$ cat config.mk
export PLATFORM = sky130hd
export DESIGN_NAME = branch_classifier
export DESIGN_NICKNAME = d
export VERILOG_FILES = /design/src/rtl/branch_classifier_pkg.sv /design/src/rtl/lane_cmp.sv /design/src/rtl/cmp_array.sv /design/src/rtl/flag_reduce.sv /design/src/rtl/branch_classifier.sv
export SDC_FILE = /design/constraint.sdc
export NUM_CORES = 1
export LEC_CHECK = 0
export ABC_CLOCK_PERIOD_IN_PS = 6950
export CAP_MARGIN = 10
export CELL_PAD_IN_SITES_DETAIL_PLACEMENT = 0
export CELL_PAD_IN_SITES_GLOBAL_PLACEMENT = 1
export CORE_AREA = 2 2 305 307
export CTS_BUF_LIST = sky130_fd_sc_hd__clkbuf_16
export CTS_CLUSTER_SIZE = 12
export DETAILED_ROUTE_END_ITERATION = 16
export DIE_AREA = 0 0 307 309
export PLACE_DENSITY_LB_ADDON = 0.1
export SYNTH_ARGS = -nofsm -noshare
export SYNTH_HDL_FRONTEND = slang
export SYNTH_SLANG_ARGS = --single-unit
$ cat constraint.sdc
create_clock -name clk -period 6.95 [get_ports clk]
set_input_delay 1.39 -clock clk [delete_from_list [all_inputs] [get_ports clk]]
set_output_delay 1.39 -clock clk [all_outputs]
set_load 0.005 [all_outputs]
$ cat src/rtl/branch_classifier_pkg.sv
package branch_classifier_pkg;
  typedef enum logic [1:0] {
    CMP_EQ   = 2'd0,
    CMP_SGT  = 2'd1,
    CMP_UGT  = 2'd2,
    CMP_NONE = 2'd3
  } cmp_op_e;

  localparam int unsigned NUM_WIDTHS = 4;
  localparam int unsigned MIN_ELEM_W = 8;

  typedef struct packed {
    logic zf;
    logic cf;
    logic take;
    logic skip;
    logic recover;
  } flag_res_t;
endpackage

$ cat src/rtl/lane_cmp.sv
module lane_cmp
  import branch_classifier_pkg::*;
#(
  parameter int unsigned ELEM_W = 8
) (
  input  logic [ELEM_W-1:0] a_el,
  input  logic [ELEM_W-1:0] b_el,
  input  cmp_op_e           op,
  output logic [ELEM_W-1:0] mask_el
);
  logic hit;

  always_comb begin
    unique case (op)
      CMP_EQ:  hit = (a_el == b_el);
      CMP_SGT: hit = ($signed(a_el) > $signed(b_el));
      CMP_UGT: hit = (a_el > b_el);
      default: hit = 1'b0;
    endcase
    mask_el = {ELEM_W{hit}};
  end
endmodule

$ cat src/rtl/cmp_array.sv
module cmp_array
  import branch_classifier_pkg::*;
#(
  parameter int unsigned VEC_W  = 256,
  parameter int unsigned ELEM_W = 8
) (
  input  logic [VEC_W-1:0] op_a,
  input  logic [VEC_W-1:0] op_b,
  input  cmp_op_e          op,
  output logic [VEC_W-1:0] mask
);
  localparam int unsigned LANES = VEC_W / ELEM_W;

  for (genvar l = 0; l < LANES; l++) begin : g_lane
    lane_cmp #(.ELEM_W(ELEM_W)) u_lane (
      .a_el   (op_a[l*ELEM_W +: ELEM_W]),
      .b_el   (op_b[l*ELEM_W +: ELEM_W]),
      .op     (op),
      .mask_el(mask[l*ELEM_W +: ELEM_W])
    );
  end
endmodule

$ cat src/rtl/flag_reduce.sv
module flag_reduce
  import branch_classifier_pkg::*;
#(
  parameter int unsigned VEC_W = 256
) (
  input  logic [VEC_W-1:0] mask,
  input  logic [VEC_W-1:0] tst_vec,
  output flag_res_t        res
);
  always_comb begin
    res.zf      = ~|(mask & tst_vec);
    res.cf      = ~|(~mask & tst_vec);
    res.take    = res.cf;
    res.skip    = res.zf & ~res.cf;
    res.recover = ~res.zf & ~res.cf;
  end
endmodule

$ cat src/rtl/branch_classifier.sv
module branch_classifier
  import branch_classifier_pkg::*;
#(
  parameter int unsigned VEC_W = 256
) (
  input  logic             clk,
  input  logic             rst,
  input  logic             req_valid,
  input  logic [1:0]       cmp_op,
  input  logic [1:0]       elem_sel,
  input  logic [VEC_W-1:0] op_a,
  input  logic [VEC_W-1:0] op_b,
  input  logic [VEC_W-1:0] tst_vec,
  output logic             res_valid,
  output logic             take_br,
  output logic             skip_br,
  output logic             recover,
  output logic             zf,
  output logic             cf
);
  cmp_op_e          op_q;
  logic [VEC_W-1:0] mask_by_w [NUM_WIDTHS];
  logic [VEC_W-1:0] mask_sel;
  flag_res_t        fr;

  assign op_q = cmp_op_e'(cmp_op);

  for (genvar g = 0; g < NUM_WIDTHS; g++) begin : g_width
    localparam int unsigned EW = MIN_ELEM_W << g;
    cmp_array #(.VEC_W(VEC_W), .ELEM_W(EW)) u_arr (
      .op_a(op_a),
      .op_b(op_b),
      .op  (op_q),
      .mask(mask_by_w[g])
    );
  end

  assign mask_sel = mask_by_w[elem_sel];

  flag_reduce #(.VEC_W(VEC_W)) u_flags (
    .mask   (mask_sel),
    .tst_vec(tst_vec),
    .res    (fr)
  );

  always_ff @(posedge clk) begin
    if (rst) begin
      res_valid <= 1'b0;
      take_br   <= 1'b0;
      skip_br   <= 1'b0;
      recover   <= 1'b0;
      zf        <= 1'b0;
      cf        <= 1'b0;
    end else begin
      res_valid <= req_valid;
      if (req_valid) begin
        zf      <= fr.zf;
        cf      <= fr.cf;
        take_br <= fr.take;
        skip_br <= fr.skip;
        recover <= fr.recover;
      end else begin
        take_br <= 1'b0;
        skip_br <= 1'b0;
        recover <= 1'b0;
      end
    end
  end
endmodule

# == Word-level counts from Yosys, hierarchy flattened ==
# Cells that the tools add are included.
# totals
input_bits,775
wordCells,265
reg_bits,6
out_inout_bits,6
# classes
bitwise,7
reduce_logical,6
n_mux,63
magnitude_cmp,121
n_eq_ne,62
# op_table
cell,n
$and A256 B256 Y256,2
$bmux W256 S2,1
$gt A16 B16 Y1,32
$gt A32 B32 Y1,16
$gt A64 B64 Y1,8
$gt A8 B8 Y1,64
$mux W256,2
$reduce_or A256 Y1,2
$eq A16 B16 Y1,16
$eq A32 B32 Y1,8
$eq A64 B64 Y1,4
$eq A8 B8 Y1,32
$not A256 Y256,1
$pmux W1 S3,60
$ge A3 B3 Y1 const B,1
$not A2 Y3,1
$and A1 B1 Y1,2
$eq A2 B1 Y1 const B,1
$eq A2 B2 Y1 const B,1
$logic_not A1 Y1,2
$logic_not A2 Y1,1
$reduce_or A2 Y1,1
$not A1 Y1,1

# == Longest topological paths before layout ==
# depth
depth_word,9
mapped_depth,14
mapped_depth_nobuf,13

# == Modules after synthesis ==
# Synthesis repeated with hierarchy kept, for this count alone.
# unflattened
cells_unflattened,5844
area_unflattened_um2,46528.4
# modules_own_cells
mod,area_each_um2,cells_each,n_inst
lane_cmp at g_width[0].u_arr.g_lane[0].u_lane ...,306.5,43,32
lane_cmp at g_width[1].u_arr.g_lane[0].u_lane ...,563.0,77,16
lane_cmp at g_width[2].u_arr.g_lane[0].u_lane ...,1098.6,150,8
lane_cmp at g_width[3].u_arr.g_lane[0].u_lane ...,2170.8,304,4
branch_classifier,6608.8,327,1
flag_reduce,3629.7,493,1

# == Worst setup path before layout ==
# OpenSTA, ideal clock, no wires.
# synth_timing
path_kind,input -> register
startpoint,input port op_b[31]
endpoint,register recover
setup_time_ns,0.133
required_time_ns,6.817
n_path_buf,1
stages,13
arrival_time_ns,4.077
setup_slack_ns,2.740
path_cell_list,inv_1 ha_1 nand4_1 or3_1 buf_6 o31a_1 a31o_1 a21oi_2 nand2_1 a221o_1 a2111oi_2 nand4_1 nor3b_1
# synth_between
elab_chain_len,9
# synth_rtl
element,line,rtl
from (decl),branch_classifier.sv:12,"input logic [VEC_W-1:0] op_b,"
$gt A64 B64 Y1 (tied with other cells),lane_cmp.sv:17,CMP_UGT: hit = (a_el > b_el);
$pmux W1 S3,lane_cmp.sv:14,unique case (op)
$bmux W256 S2 *,branch_classifier.sv:38,assign mask_sel = mask_by_w[elem_sel];
$mux W256 (implied by the code) * (2 in a row),branch_classifier.sv:38,
$not A256 Y256,flag_reduce.sv:12,res.cf = ~|(~mask & tst_vec);
$and A256 B256 Y256,flag_reduce.sv:12,
$reduce_or A256 Y1,flag_reduce.sv:12,
$and A1 B1 Y1 *,flag_reduce.sv:15,res.recover = ~res.zf & ~res.cf;
to (signal assigned),branch_classifier.sv:61,recover <= fr.recover;
to (decl),branch_classifier.sv:17,"output logic recover,"
# Every way passes the cells marked *; elsewhere a longest branch is shown, timed or not. The select of a mux whose other input is x is not followed.
# A chain may end at the register's enable or synchronous reset.

# == Worst setup path after layout ==
# layout_timing
startpoint,input port cmp_op[0]
endpoint,register take_br
# layout_between
elab_chain_len,9
# layout_rtl
element,line,rtl
from (decl),branch_classifier.sv:9,"input logic [1:0] cmp_op,"
$eq A2 B2 Y1 (tied with other cells),lane_cmp.sv:14,
$pmux W1 S3,lane_cmp.sv:14,
$bmux W256 S2 *,branch_classifier.sv:38,
$mux W256 (implied by the code) * (2 in a row),branch_classifier.sv:38,
$not A256 Y256 *,flag_reduce.sv:12,
$and A256 B256 Y256 *,flag_reduce.sv:12,
$reduce_or A256 Y1 *,flag_reduce.sv:12,
$logic_not A1 Y1 *,flag_reduce.sv:12,
to (signal assigned),branch_classifier.sv:59,take_br <= fr.take;
to (decl),branch_classifier.sv:15,"output logic take_br,"
# Marks and branches as above.

==> flow_results.org <==
** Final layout
- Summing all flip-flop and latch instances after layout gives 120 um2.
- Count of filler cells inserted in the layout :: 10200
- Excluding fillers, the count of instances in the completed layout stands at 3798.
- Compared with the post-synthesis result, the final layout area differs by 77.6%.
- The final layout contains 3668 nets.
- The multi-input combinational cells in the finished layout cover a total of between 10000 and 15000 um2.
- Proportion of layout cells with a drive suffix above 1 :: 0.0284

** CTS
- CTS built an H-tree with a depth of 1.
- Clock-pin slew was measured on the worst setup and hold paths at 0.03 ns.
- Clk sink count :: 6
- TritonCTS created 3 clock buffers.
- Root Buffer :: sky130_fd_sc_hd__clkbuf_16
- Counting along the longest clock path gives a buffer depth of 2.
- Clock network latency to the later pin of the worst-skew pair :: 0.23 ns
- Gates resized during post-CTS repair numbered 0.
- TritonCTS built the clock tree.
- In this run the post-CTS setup repair buffer count came out at 0.
- The number of hold buffers added after CTS was 0.

** STA
- In the post-route analysis, the smallest setup slack over all paths is 1.37 ns.
- Transition time at the pin with the least slew margin :: 1.10 ns
- Final worst-path cycle share :: 0.803
- Worst relative slew slack :: 0.263
- Post-route minimum period :: between 5 and 6 ns
- The final number of hold-violating endpoints is 0.
- Setup repair after global routing left no endpoint under its margin.
- Setup tns final :: 0 ns
- Total of endpoints with negative setup slack in the final report :: 0
- Max-slew violation count :: 0
- Between clock sinks in the finished design, the worst skew comes to 0 ns.
- Max Clk Rate :: 179 MHz

** Route
- For this run, design rule violations remaining after detail routing come to 0.
- Average routed wire per standard cell :: 21.9 um
- Initial DRC count :: 580
- Once detail routing completed, the nets flagged for antenna violations numbered 0.
- Average via count per standard cell :: 4.42
- Before antenna repair, the detailed router went through 5 iterations.
- Via count :: 16800
- The final layout contains routed wiring with a total length of 83100 um.

** Critical path
- Setup Crit Path Kind :: input port to flop
- At the worst endpoint, the required time is approximately 7.1 ns.
- Of all nets on the critical path, the largest fanout is 22.
- Number of cells on the worst reg-to-reg path :: 2
- Nature of the critical path startpoint :: input port
- STA puts the critical path data arrival time at 5.75 ns.
- Worst Path Buf+Inv :: 1
- In this design, the stage delay of the slowest critical-path cell is 1.08 ns.
- The worst setup path is captured at a flop.
- The critical path goes through clkdlybuf4s50_1 > nor2b_4 > nand2_1 > o311ai_1 > nor3_1 > a211oi_1 > nand4_1 > nor4_2 > and2_1.
- Cell with the largest stage delay on the worst path :: sky130_fd_sc_hd__o311ai_1
- Critical Path Stages :: 9
- Worst path top cell family by delay :: simple AND/OR/NAND/NOR gates

** Logic synthesis
- The number of different library cells used by synthesis comes to 89.
- In this run, synthesis produced a sequential element count of 6.
- When the netlist entered floorplanning its net count stood at 2895.
- Average size of a mapped cell :: 6.57 um2
- Warnings, synthesis :: 0
- Synthesized cell area :: 12100 um2
- In this run, synthesis inferred 0 flip-flops with an integrated enable.
- Sequential-to-total area share from yosys stat :: 0.00996
- Async set-reset flop share out of synthesis :: 0
- In the synthesized netlist, the number of instances is 1836.
- In the synthesized netlist the dominant register cell turns out to be sky130_fd_sc_hd__dfxtp_1.

** Global routing
- Grt ovf :: 0
- For this run, the total global-route usage over all layers was measured as 0.166.
- The number of global-route vias before repair was 17900.
- The initial antenna violation count came to 6.
- Maximum number of pins on one net before global-route repair :: 31
- The first global-routing pass estimated 117000 um of wire.

** Placement
- Placed wire-length estimate :: 75200 um
- Placed instance count :: 3789
- Number of port buffers :: 780
- Routability-driven placement finished with a final weighted congestion of 0.815.
- OpenSTA, run right after detailed placement, puts the worst setup slack at 1.10 ns.

** Flow run
- Count of max-cap constraint violations :: 0

** Floorplanning
- Row generation in the floorplan step produced 111 rows.
- Measured along the x axis, the die boundary spans 307 um.
- After floorplanning, the core was sized to cover 91400 um2.
- For this configuration, the core starts out at a cell density of 0.132.
- In this run the count of I/O pins placed on the die edge is between 700 and 800.
- Die Area :: 94900 um2
- DIE HEIGHT :: between 300 and 400 um

** Worst hold path
- The tightest min-delay check is of the flop to flop type.
- Hold Path Cell Cnt :: 2

** Outcome
- Status :: complete, no violations

** Pwr
- Power Density :: roughly 64 nW/um2
- Leakage power :: just over 9 nW
- Maximum vdd ir drop :: 0.0000488 V
## Yosys cell counts (all sizes together) (10+ instances only)
cell | instances | area, um2
or4 | 19 | 143
a31oi | 22 | 138
a211oi | 27 | 203
inv | 309 | 1160
a21o | 21 | 158
nand2b | 20 | 128
a211o | 10 | 88.8
nand4 | 74 | 463
o211ai | 19 | 143
nand3 | 32 | 160
nand2 | 155 | 582
nor2 | 106 | 398
or3 | 13 | 82.6
buf | 10 | 56.3
nor2b | 32 | 200
and3 | 14 | 88.8
o21ai | 96 | 480
a22oi | 13 | 97.6
o21bai | 17 | 128
ha | 284 | 3550
a21oi | 204 | 1030
a221oi | 11 | 96.3
nor4 | 76 | 494
o31ai | 14 | 110
nor3 | 51 | 260
or2 | 10 | 62.6
clkbuf | 24 | 160
and4 | 11 | 96.3
## worst reg2reg max path: stages (launching register included)
cell and delay [ns]:
sky130_fd_sc_hd__dfxtp_1 0.30, sky130_fd_sc_hd__nor3b_1 0.13, sky130_fd_sc_hd__a21o_1 0.14
## state kept, by name, indices dropped and copies added (netlist names)
signal,cells
cf,1
recover,1
res_valid,1
skip_br,1
take_br,1
zf,1
## metal layers
layer,global-route usage,up-vias,share of wire
li1,-,8353,-
met1,0.188,7865,0.40
met2,0.334,558,0.54
met3,0.0210,29,0.047
met4,0.0216,0,0.011
met5,0,-,0
## placed cells by master, fill, tap and decap left out, types with 8 or more instances in the layout
cell type	count
sky130_fd_sc_hd__clkdlybuf4s50_1	778
sky130_fd_sc_hd__inv_1	308
sky130_fd_sc_hd__ha_1	284
sky130_fd_sc_hd__a21oi_1	202
sky130_fd_sc_hd__nand2_1	155
sky130_fd_sc_hd__nor2_1	104
sky130_fd_sc_hd__o21ai_0	95
sky130_fd_sc_hd__nand4_1	74
sky130_fd_sc_hd__nor4_1	70
sky130_fd_sc_hd__nor3_1	50
sky130_fd_sc_hd__nand3_1	32
sky130_fd_sc_hd__nor2b_1	31
sky130_fd_sc_hd__a211oi_1	27
sky130_fd_sc_hd__a31oi_1	22
sky130_fd_sc_hd__buf_4	22
sky130_fd_sc_hd__a21o_1	21
sky130_fd_sc_hd__o211ai_1	19
sky130_fd_sc_hd__or4_1	19
sky130_fd_sc_hd__o21bai_1	17
sky130_fd_sc_hd__nand2b_1	17
sky130_fd_sc_hd__o31ai_1	13
sky130_fd_sc_hd__a22oi_1	13
sky130_fd_sc_hd__and3_1	13
sky130_fd_sc_hd__or3_1	12
sky130_fd_sc_hd__a221oi_1	11
sky130_fd_sc_hd__and4_1	11
sky130_fd_sc_hd__a211o_1	9
sky130_fd_sc_hd__o22ai_1	8
sky130_fd_sc_hd__o21a_1	8
## area by class of cell
type | instances | share of cell area
sequential | 6 | 0.00561
tap | 1186 | 0.0693
antenna | 5 | 0.000584
clock buffer | 3 | 0.00351
timing repair buffer | 802 | 0.372
inverter | 311 | 0.0545
multi-input combinational | 1485 | 0.495
## per-stage QoR
stage / instance area [um2] / power [W] / hold WS, ns / util
finish: 21400 / 0.00136 / 0.505 / 0.234
global route: 21400 / 0.00151 / 0.535 / 0.234
CTS: 21400 / 0.00139 / 0.513 / 0.234
detailed placement: 21300 / 0.00129 / 0.510 / 0.233
global placement: 21300 / 0.00129 / 0.512 / 0.233
floorplan: 12100 / 0.000569 / 0.476 / -
## final timing paths
path | to | slack [ns] | startpoint
worst max register to register | cf$_SDFFE_PP0P_ | 6.27 | cf$_SDFFE_PP0P_
worst min register to register | zf$_SDFFE_PP0P_ | 0.50 | zf$_SDFFE_PP0P_
worst min-delay path | zf$_SDFFE_PP0P_ | 0.50 | zf$_SDFFE_PP0P_
worst max-delay path | take_br$_SDFF_PP0_ | 1.37 | cmp_op[0]
## cells by family (layout without fill, tap and decap cells)
kind of cell             after synthesis  in the layout  share of synthesized area
AND/OR/NAND/NOR                      635            635                      0.276
AO/OA/AOI/OAI                        559            559                      0.299
buffers and inverters                345           1116                      0.115
adder cells (fa/ha/maj)              284            284                      0.295
flip-flops                             6              6                    0.00996
multiplexers                           5              5                    0.00425
XOR/XNOR                               2              2                    0.00145
other                                  0              5                          0
## where the power goes
part / switching, W / leakage [nW] / internal [W] / total [W]
combinational: 0.000575 / 9.04 / 0.000662 / 0.00124
clock: 0.0000187 / 0.0370 / 0.0000738 / 0.0000925
sequential: 0.000000144 / 0.0489 / 0.0000353 / 0.0000354
total: 0.000594 / 9.13 / 0.000771 / 0.00136
No activity file was read; power rests on OpenSTA's default activity.
